[src/rtl/ppr_pkg.sv]
package ppr_pkg;

  typedef enum logic {
    LK_IDLE  = 1'b0,
    LK_ARMED = 1'b1
  } lk_state_e;

  typedef enum logic [1:0] {
    CMD_NONE   = 2'd0,
    CMD_LOCK   = 2'd1,
    CMD_UNLOCK = 2'd2
  } lk_cmd_e;

  // Inclusive address span test, all operands widened to 32 bits.
  function automatic logic in_span(input logic [31:0] a,
                                   input logic [31:0] lo,
                                   input logic [31:0] hi);
    return (a >= lo) && (a <= hi);
  endfunction

  // Offset of an address from the window base.
  function automatic logic [31:0] span_offset(input logic [31:0] a,
                                              input logic [31:0] lo);
    return a - lo;
  endfunction

  // Classify a command byte.
  function automatic lk_cmd_e decode_cmd(input logic [7:0] b,
                                         input logic [7:0] on_v,
                                         input logic [7:0] off_v);
    if (b == on_v)  return CMD_LOCK;
    if (b == off_v) return CMD_UNLOCK;
    return CMD_NONE;
  endfunction

endpackage

[src/rtl/ppr_lock.sv]
module ppr_lock
  import ppr_pkg::*;
#(
  parameter int                ADDR_W   = 16,
  parameter logic [ADDR_W-1:0] KEY_ADDR = 16'hE7FE,
  parameter logic [ADDR_W-1:0] CMD_ADDR = 16'hE7E3,
  parameter logic [7:0]        KEY_VAL  = 8'hAD,
  parameter logic [7:0]        CMD_ON   = 8'h80,
  parameter logic [7:0]        CMD_OFF  = 8'h00
) (
  input  logic              clk,
  input  logic              rst_n,
  input  logic              wr_en,
  input  logic [ADDR_W-1:0] wr_addr,
  input  logic [7:0]        wr_byte,
  output logic              prot_on,
  output logic              key_armed
);

  lk_state_e st_q;
  logic      key_hit;
  logic      cmd_hit;
  lk_cmd_e   cmd;

  assign key_hit = wr_en && (wr_addr == KEY_ADDR) && (wr_byte == KEY_VAL);
  assign cmd_hit = wr_en && (st_q == LK_ARMED) && (wr_addr == CMD_ADDR);
  assign cmd     = decode_cmd(wr_byte, CMD_ON, CMD_OFF);

  always_ff @(posedge clk) begin
    if (!rst_n) begin
      st_q    <= LK_IDLE;
      prot_on <= 1'b0;
    end else if (wr_en) begin
      if (key_hit) begin
        st_q <= LK_ARMED;
      end else begin
        st_q <= LK_IDLE;
        if (cmd_hit) begin
          case (cmd)
            CMD_LOCK:   prot_on <= 1'b1;
            CMD_UNLOCK: prot_on <= 1'b0;
            default:    prot_on <= prot_on;
          endcase
        end
      end
    end
  end

  assign key_armed = (st_q == LK_ARMED);

endmodule

[src/rtl/ppr_wpipe.sv]
module ppr_wpipe #(
  parameter int IDX_W  = 6,
  parameter int DATA_W = 28,
  parameter int STAGES = 2
) (
  input  logic              clk,
  input  logic              rst_n,
  input  logic              push,
  input  logic [IDX_W-1:0]  push_idx,
  input  logic [DATA_W-1:0] push_data,
  output logic              commit_en,
  output logic [IDX_W-1:0]  commit_idx,
  output logic [DATA_W-1:0] commit_data,
  output logic [STAGES-1:0] stage_valid
);

  logic [IDX_W-1:0]  st_idx  [STAGES];
  logic [DATA_W-1:0] st_data [STAGES];

  for (genvar g = 0; g < STAGES; g++) begin : g_stage
    logic              src_v;
    logic [IDX_W-1:0]  src_i;
    logic [DATA_W-1:0] src_d;
    logic              v_q;
    logic [IDX_W-1:0]  i_q;
    logic [DATA_W-1:0] d_q;

    if (g == 0) begin : g_head
      assign src_v = 1'b1;
      assign src_i = push_idx;
      assign src_d = push_data;
    end else begin : g_tail
      assign src_v = stage_valid[g-1];
      assign src_i = st_idx[g-1];
      assign src_d = st_data[g-1];
    end

    always_ff @(posedge clk) begin
      if (!rst_n) begin
        v_q <= 1'b0;
        i_q <= '0;
        d_q <= '0;
      end else if (push) begin
        v_q <= src_v;
        i_q <= src_i;
        d_q <= src_d;
      end
    end

    assign stage_valid[g] = v_q;
    assign st_idx[g]      = i_q;
    assign st_data[g]     = d_q;
  end

  assign commit_en   = push && stage_valid[STAGES-1];
  assign commit_idx  = st_idx[STAGES-1];
  assign commit_data = st_data[STAGES-1];

endmodule

[src/rtl/ppr_array.sv]
module ppr_array #(
  parameter int DEPTH  = 63,
  parameter int IDX_W  = 6,
  parameter int DATA_W = 28
) (
  input  logic              clk,
  input  logic              rst_n,
  input  logic              we,
  input  logic [IDX_W-1:0]  widx,
  input  logic [DATA_W-1:0] wdata,
  input  logic [IDX_W-1:0]  ridx,
  output logic [DATA_W-1:0] rdata
);

  logic [DATA_W-1:0] mem [DEPTH];
  logic              w_ok;
  logic              r_ok;

  assign w_ok = (32'(widx) < DEPTH);
  assign r_ok = (32'(ridx) < DEPTH);

  always_ff @(posedge clk) begin
    if (!rst_n) begin
      for (int i = 0; i < DEPTH; i++) mem[i] <= '0;
    end else if (we && w_ok) begin
      mem[widx] <= wdata;
    end
  end

  assign rdata = r_ok ? mem[ridx] : '0;

endmodule

[src/rtl/keyed_param_ram.sv]
module keyed_param_ram
  import ppr_pkg::*;
#(
  parameter int                ADDR_W   = 16,
  parameter int                BUS_W    = 32,
  parameter int                DATA_W   = 28,
  parameter logic [ADDR_W-1:0] WIN_BASE = 16'h4380,
  parameter logic [ADDR_W-1:0] WIN_LAST = 16'h43BE,
  parameter logic [ADDR_W-1:0] KEY_ADDR = 16'hE7FE,
  parameter logic [ADDR_W-1:0] CMD_ADDR = 16'hE7E3,
  parameter logic [7:0]        KEY_VAL  = 8'hAD,
  parameter logic [7:0]        CMD_ON   = 8'h80,
  parameter logic [7:0]        CMD_OFF  = 8'h00
) (
  input  logic              clk,
  input  logic              rst_n,
  input  logic              wr_en,
  input  logic [ADDR_W-1:0] wr_addr,
  input  logic [BUS_W-1:0]  wr_data,
  input  logic              rd_en,
  input  logic [ADDR_W-1:0] rd_addr,
  output logic [BUS_W-1:0]  rd_data
);

  localparam int DEPTH  = int'(WIN_LAST) - int'(WIN_BASE) + 1;
  localparam int IDX_W  = (DEPTH > 1) ? $clog2(DEPTH) : 1;
  localparam int STAGES = 2;

  // Named internal events used by the checker.
  logic              win_wr;
  logic              win_rd;
  logic              wr_accept;
  logic              prot_on;
  logic              key_armed;
  logic              commit_en;
  logic [IDX_W-1:0]  commit_idx;
  logic [DATA_W-1:0] commit_data;
  logic [STAGES-1:0] stage_valid;
  logic [31:0]       wr_off;
  logic [31:0]       rd_off;
  logic [IDX_W-1:0]  wr_idx;
  logic [IDX_W-1:0]  rd_idx;
  logic [DATA_W-1:0] arr_rdata;

  assign win_wr    = in_span(32'(wr_addr), 32'(WIN_BASE), 32'(WIN_LAST));
  assign win_rd    = in_span(32'(rd_addr), 32'(WIN_BASE), 32'(WIN_LAST));
  assign wr_off    = span_offset(32'(wr_addr), 32'(WIN_BASE));
  assign rd_off    = span_offset(32'(rd_addr), 32'(WIN_BASE));
  assign wr_idx    = wr_off[IDX_W-1:0];
  assign rd_idx    = rd_off[IDX_W-1:0];
  assign wr_accept = wr_en && win_wr && !prot_on;

  ppr_lock #(
    .ADDR_W  (ADDR_W),
    .KEY_ADDR(KEY_ADDR),
    .CMD_ADDR(CMD_ADDR),
    .KEY_VAL (KEY_VAL),
    .CMD_ON  (CMD_ON),
    .CMD_OFF (CMD_OFF)
  ) u_lock (
    .clk      (clk),
    .rst_n    (rst_n),
    .wr_en    (wr_en),
    .wr_addr  (wr_addr),
    .wr_byte  (wr_data[7:0]),
    .prot_on  (prot_on),
    .key_armed(key_armed)
  );

  ppr_wpipe #(
    .IDX_W (IDX_W),
    .DATA_W(DATA_W),
    .STAGES(STAGES)
  ) u_pipe (
    .clk        (clk),
    .rst_n      (rst_n),
    .push       (wr_accept),
    .push_idx   (wr_idx),
    .push_data  (wr_data[DATA_W-1:0]),
    .commit_en  (commit_en),
    .commit_idx (commit_idx),
    .commit_data(commit_data),
    .stage_valid(stage_valid)
  );

  ppr_array #(
    .DEPTH (DEPTH),
    .IDX_W (IDX_W),
    .DATA_W(DATA_W)
  ) u_array (
    .clk  (clk),
    .rst_n(rst_n),
    .we   (commit_en),
    .widx (commit_idx),
    .wdata(commit_data),
    .ridx (rd_idx),
    .rdata(arr_rdata)
  );

  assign rd_data = (rd_en && win_rd) ? BUS_W'(arr_rdata) : '0;

endmodule

[config.mk]
export PLATFORM = sky130hd
export DESIGN_NAME = keyed_param_ram
export DESIGN_NICKNAME = d
export VERILOG_FILES = /design/src/rtl/ppr_pkg.sv /design/src/rtl/ppr_lock.sv /design/src/rtl/ppr_wpipe.sv /design/src/rtl/ppr_array.sv /design/src/rtl/keyed_param_ram.sv
export SDC_FILE = /design/constraint.sdc
export NUM_CORES = 2
export LEC_CHECK = 0
export CAP_MARGIN = 40
export CORE_ASPECT_RATIO = 1.25
export CORE_MARGIN = 1
export CORE_UTILIZATION = 30
export DETAILED_ROUTE_END_ITERATION = 8
export PLACE_DENSITY = 0.51
export SYNTH_ARGS = -nofsm -noshare
export SYNTH_HDL_FRONTEND = slang
export SYNTH_SLANG_ARGS = --single-unit
[constraint.sdc]
create_clock -name clk -period 5.4 [get_ports clk]
set_input_delay 1.62 -clock clk [delete_from_list [all_inputs] [get_ports clk]]
set_output_delay 1.62 -clock clk [all_outputs]
set_load 0.02 [all_outputs]
# Yosys cells after proc, flatten, opt, wreduce, memory -nomap -nowiden
# Memory sizes are Yosys's and may differ from the RTL's.
# Index checks and enable logic that the tools add are counted.
dict set report totals {
  inputBits 68
  regBits 72
  word_cells 58
  latchBits 0
  mem_count 1
  romBits 0
  ram_bits 1764
  output_inout_bits 32
}
# name words width read_ports rd_clocked_by_memory_dff write_ports line_no
set memory_table {}
lappend memory_table {u_array.mem 63 28 1 0 63 ppr_array.sv:15} ;# logic [DATA_W-1:0] mem [DEPTH];
dict set report classes {
  n_eq_ne 6
  shift 0
  n_reduce_logical 16
  add_sub_neg 2
  n_div 0
  bitwise 1
  n_mul 0
  muxes 18
  order_cmp 6
}
# cell count
set ops {}
lappend ops {{$mux W28} 3}
lappend ops {{$eq A16 B16 Y1 const B} 2}
lappend ops {{$ge A16 B15 Y1 const B} 2}
lappend ops {{$le A16 B15 Y1 const B} 2}
lappend ops {{$reduce_or A28 Y1} 1}
lappend ops {{$eq A8 B8 Y1 const B} 2}
lappend ops {{$lt A6 B6 Y1 const B} 2}
lappend ops {{$sub A6 B1 Y6 const B} 2}
lappend ops {{$logic_and A1 B1 Y1} 11}
lappend ops {{$mux W1} 9}
lappend ops {{$logic_not A8 Y1} 1}
lappend ops {{$mux W2} 4}
lappend ops {{$mux W6} 1}
lappend ops {{$reduce_and A4 Y1} 1}
lappend ops {{$eq A2 B1 Y1 const B} 1}
lappend ops {{$eq A2 B2 Y1 const B} 1}
lappend ops {{$pmux W1 S2} 1}
lappend ops {{$reduce_bool A2 Y1} 1}
lappend ops {{$logic_not A1 Y1} 1}
lappend ops {{$not A1 Y1} 1}

# Depth between registers and ports, before layout
dict set report depth {
  word_depth 11
  depth_mapped 11
  depth_no_buf 6
}

# Hierarchy
# Synthesis repeated with hierarchy kept, for this count alone.
dict set report hier_totals {
  hier_cells 5620
  area_unflattened_um2 85190.5
}
# mod instances cells_per_inst area_each_um2 seq_area_each_um2
set modules_own_cells {}
lappend modules_own_cells {ppr_array 1 5283 81657.1 53811.6}
lappend modules_own_cells {ppr_wpipe 1 227 2695.1 1401.3}
lappend modules_own_cells {keyed_param_ram 1 88 655.6 0.0}
lappend modules_own_cells {ppr_lock 1 22 182.7 40.0}

# Least setup slack after synthesis
# No wires, ideal clock.
dict set report synth_path {
  path_kind {input to register}
  from {input wr_addr[15]}
  to {memory u_array.mem[16][0], enable pin}
  setup_ns 0.452
  setup_slack_ns -0.361
  required_ns 4.948
  arrival_time_ns 5.309
  path_stages 7
  n_path_buf 2
  cell_sequence {or4_4 > nor2_4 > nand4b_2 > or4b_1 > buf_6 > buf_6 > o21ai_0}
}
# item line_no
set synth_lines {}
lappend synth_lines {{from (decl)} keyed_param_ram.sv:18} ;# input logic [ADDR_W-1:0] wr_addr,
lappend synth_lines {{to (decl)} ppr_array.sv:15}

# Worst setup path after layout
dict set report layout_path {
  from {input rd_addr[0]}
  to {output rd_data[18]}
}
dict set report layout_between {
  elab_chain_cells 4
  elab_cells_between_ends 9
  classes_between {add/sub (1); order compare (3); mux (2); reduce/logical (2); memory (1)}
}
# item line_no
set layout_lines {}
lappend layout_lines {{from (decl)} keyed_param_ram.sv:21} ;# input logic [ADDR_W-1:0] rd_addr,
lappend layout_lines {{$sub A6 B1 Y6, or another cell as far along} ppr_pkg.sv:24} ;# return a - lo;
lappend layout_lines {{$mem_v2 Z63 W28, or another cell as far along} n/a}
lappend layout_lines {{$mux W28 or $logic_and A1 B1 Y1 (tied branches)} {ppr_array.sv:30, keyed_param_ram.sv:100}}
lappend layout_lines {{$mux W28 *} keyed_param_ram.sv:100} ;# assign rd_data = (rd_en && win_rd) ? BUS_W'(arr_rdata) : '0;
lappend layout_lines {{to (decl)} keyed_param_ram.sv:22} ;# output logic [BUS_W-1:0] rd_data
# Mark *: on every way between the ends. The rest lies on a longest branch, timed or not.

==> out/metrics.yaml <==
timing:
  slew-limit-headroom_pct: 32.5
  finalHoldViolCount: 0
  drv_slew: 0
  tns_ns: -6.73
  worst_slew_pin_slew_ns: 1.01
  rsz0062_at_grt: "yes"
  setup_slack_ns: -0.471
  finalSetupViolCount: 28
  clock.fmax_mhz: 170
  layout_worst_path_cycle_share_pct: 109
  fin_skew_ns: 0.0542
  fin_crit_ns: 5.87
logic_synthesis:
  syn_inst: 5459
  synth_edf_count: 1792
  ys.warnings.count: 0
  ys_seq_elements: 1864
  synth_ff_type: "edfxtp_1"
  syn-cell-area_mm2: 0.0844
  synth_area_per_cell_um2: 15.5
  ys_types: 64
  yosysSeqAreaShare_pct: 65.4
  async_flop_share_pct: 0
critical_path:
  ff2ff_setup_slack_ns: 2.25
  path_max_fanout: 6
  slowest_delay_ns: 0.56
  slowest_stage: "a2111oi_4"
  rr_worst_depth: 7
  cp.depth: 14
  start_kind: "input pin"
  required_ns: 3.78
  crit_top_cell: "buf_12"
  crit_chain: "buf_16, buf_8, buf_12, buf_12, buf_12, mux4_2, mux2i_1, buf_4, a2111oi_4, buf_4, a21oi_2, o21ai_2, buf_6, buf_12"
  critPathBufInv: 9
  crit-reg2reg-capture: "u_array.mem[15][19]"
  path_delay_family: "buffers and inverters"
  r2r_start: "u_pipe.commit_idx[4]"
  critPathArrivalTime_ns: 4.25
  path_class: "input pin to primary output"
  worst_setup_path_end_kind: "primary output"
finish:
  final_area_mm2: 0.104
  fin_nets: 6025
  final_layout_size_suffix_gt1_share_pct: 29.6
  stdcell_count: 9829
  synthToLayoutAreaGrowth_pct: 23.0
power_and_ir_drop:
  seqPwrFrac_pct: 51.6
  power.net_switching_w: 0.00742
  peakVddDrop_uv: 251
  power_frac_comb_pct: 8.8
  p_leak_nw: 35.6
  power_density_mw_per_mm2: 311
  swShare_pct: 23.0
  power_w: 0.0323
  p_int_w: 0.0249
  p_clk_share_pct: 39.6
floorplan:
  num_io_pins: 100
  die-area_mm2: 0.284
  core_mm2: 0.280
  die_h_um: 595
  fp.dieW_um: 476
  start_util_pct: 30.2
  fp-row-count: 217
placed_design:
  place_inst: 9363
  io_buffers: 91
  hpwl_mm: 179
  dpl-instance-area_mm2: 0.0950
  gp_congestion: 0.826
routing:
  viasPerCell: 4.99
  wl_met2_mm: 150
  drt_wl_total_mm: 289
  wirelength_met1_mm: 109
  routed-wl-met3_mm: 15.1
  wire_per_inst_um: 29.4
  dr.pass1.iters: 6
  drc: 0
  drtAntennaViolNets: 0
  top_layer: "met4"
  drt_iter0_drc: 4932
  vias: 49000
grt:
  grt_overflow: 0
  grt_pass1_vias: 50300
  grt_first_pass_wirelength_mm: 400
  antenna_found_initial: 12
  grt_max_degree: 72
  grtUsageTotal_pct: 19.9
hold_path:
  hold_depth: 2
  holdCritPathClass: "flop to flop"
  hold_start: "u_pipe.g_stage[0].d_q[2]"
  hold_path_end: "u_pipe.commit_data[2]"
run_status:
  outcome: "complete, but fails checks"
  violations: "negative setup slack"
clock_tree:
  clockBufferDepth: 4
  cts_tree: "yes"
  clock_latency_ns: 0.88
  cts.clk_slew.worst_paths_ns: 0.06
  hold_buffers: 0
  h-tree-depth: 4
  clockRootBuffer: "clkbuf_16"
  cts.sinks: 1864
  cts_buffers: 192
run:
  cap_violations: 0
-- metrics by stage --
| step | util [%] | setup WS (ns) | hold WS, ns |
|---|---|---|---|
| 5_1_grt | 37.1 | -0.470 | 0.485 |
| 3_5_place_dp | 34.0 | -1.42 | 0.451 |
| 6_report | 37.1 | -0.471 | 0.457 |
| 4_1_cts | 36.5 | -0.476 | 0.461 |
| 3_3_place_gp | 33.9 | -2.43 | 0.446 |
| 2_1_floorplan | - | -0.361 | 0.406 |
-- cell usage after synthesis (36+ instances only) --
cell,n,area (um^2)
mux4_2,461,10400
o22ai_1,36,225
mux2i_1,104,1040
edfxtp_1,1792,53800
buf_2,69,345
a21boi_0,71,533
nand2_1,204,766
o21ai_0,83,415
and2_1,1777,11100
buf_1,55,206
clkbuf_1,357,1340
dfxtp_1,72,1440
nor2_1,46,173
-- worst max-delay path by stage --
stage / startpoint / endpoint / slack (ns)
3_3_place_gp: rd_addr[15] / rd_data[18] / -2.43
4_1_cts: rd_addr[0] / rd_data[18] / -0.48
6_report: rd_addr[0] / rd_data[18] / -0.47
2_1_floorplan: wr_addr[15] / u_array.mem[16][0] / -0.36
5_1_grt: rd_addr[0] / rd_data[18] / -0.47
3_5_place_dp: rd_addr[15] / rd_data[18] / -1.42
-- worst min-delay path, cell delays in order (launching register included) --
cell and delay (ns):
dfxtp_1 0.31, nand2_1 0.05, a21boi_0 0.06
-- placed cells by master (no fill, tap or decap), types with 14 or more instances in the layout --
| cell type | count |
|---|---|
| nor2_2 | 34 |
| clkbuf_1 | 47 |
| nor2_4 | 36 |
| mux2i_1 | 93 |
| clkdlybuf4s50_1 | 46 |
| a211oi_2 | 15 |
| a21boi_0 | 70 |
| and2_1 | 1773 |
| buf_6 | 89 |
| clkinv_2 | 26 |
| conb_1 | 32 |
| nor2_1 | 19 |
| buf_8 | 25 |
| buf_4 | 466 |
| nand2_1 | 190 |
| edfxtp_1 | 1792 |
| mux4_2 | 461 |
| o21ai_4 | 64 |
| clkinv_1 | 37 |
| dfxtp_1 | 44 |
| buf_16 | 28 |
| clkbuf_16 | 194 |
| dfxtp_2 | 28 |
| o22ai_1 | 23 |
| diode_2 | 14 |
| buf_12 | 145 |
-- metal layers --
layer,global-route usage [%],vias to the layer above
met5,0,-
met4,9.59,0
met3,2.29,446
met2,35.7,1618
met1,23.6,25900
li1,-,21100
-- final cells by class --
class,count,area [um^2]
Timing Repair Buffer,811,9130
Antenna cell,14,35.0
Clock inverter,80,641
Multi-Input combinational cell,3083,29000
Clock buffer,249,5110
Inverter,5,36.3
Sequential cell,1864,55300
Tap cell,3723,4660
Fill cell,26300,176000
-- registers in the layout (all words and copies together), names as in the netlist --
register / count
u_lock.prot_on: 1
u_pipe.g_stage.d_q: 28
u_pipe.g_stage.v_q: 2
u_pipe.commit_idx: 6
u_pipe.g_stage.i_q: 6
u_lock.key_armed: 1
u_pipe.commit_data: 28
u_array.mem: 1792
-- power groups by stage --
stage / registers, W / clock network [W] / logic (W)
after detailed placement: 0.0170 / 0 / 0.00256
after CTS: 0.0166 / 0.0130 / 0.00271
after global placement: 0.0169 / 0 / 0.00257
final: 0.0166 / 0.0128 / 0.00285
after floorplan: 0.0169 / 0 / 0.00120
after global routing: 0.0167 / 0.0134 / 0.00292
-- cells by family (layout without fill, tap and decap cells) --
logic type / count (synthesis) / count (layout) / synth area share (%)
AOI/OAI and AO/OA: 332 / 332 / 2.69
buffers and inverters: 543 / 1145 / 2.74
and+or+nand+nor: 2144 / 2144 / 15.5
DFF: 1864 / 1864 / 65.4
other: 1 / 46 / 0.00444
muxes: 575 / 575 / 13.7
-- timing repair --
action / in CTS / in global routing
endpoints found under the hold margin: 0 / 0
cloned: 6 / 1
setup buffers: 30 / 109
resized for setup: 264 / 238
pin swaps: 36 / 85
setup endpoints to repair: 28 / 28
No activity file was read; power rests on OpenSTA's default activity.
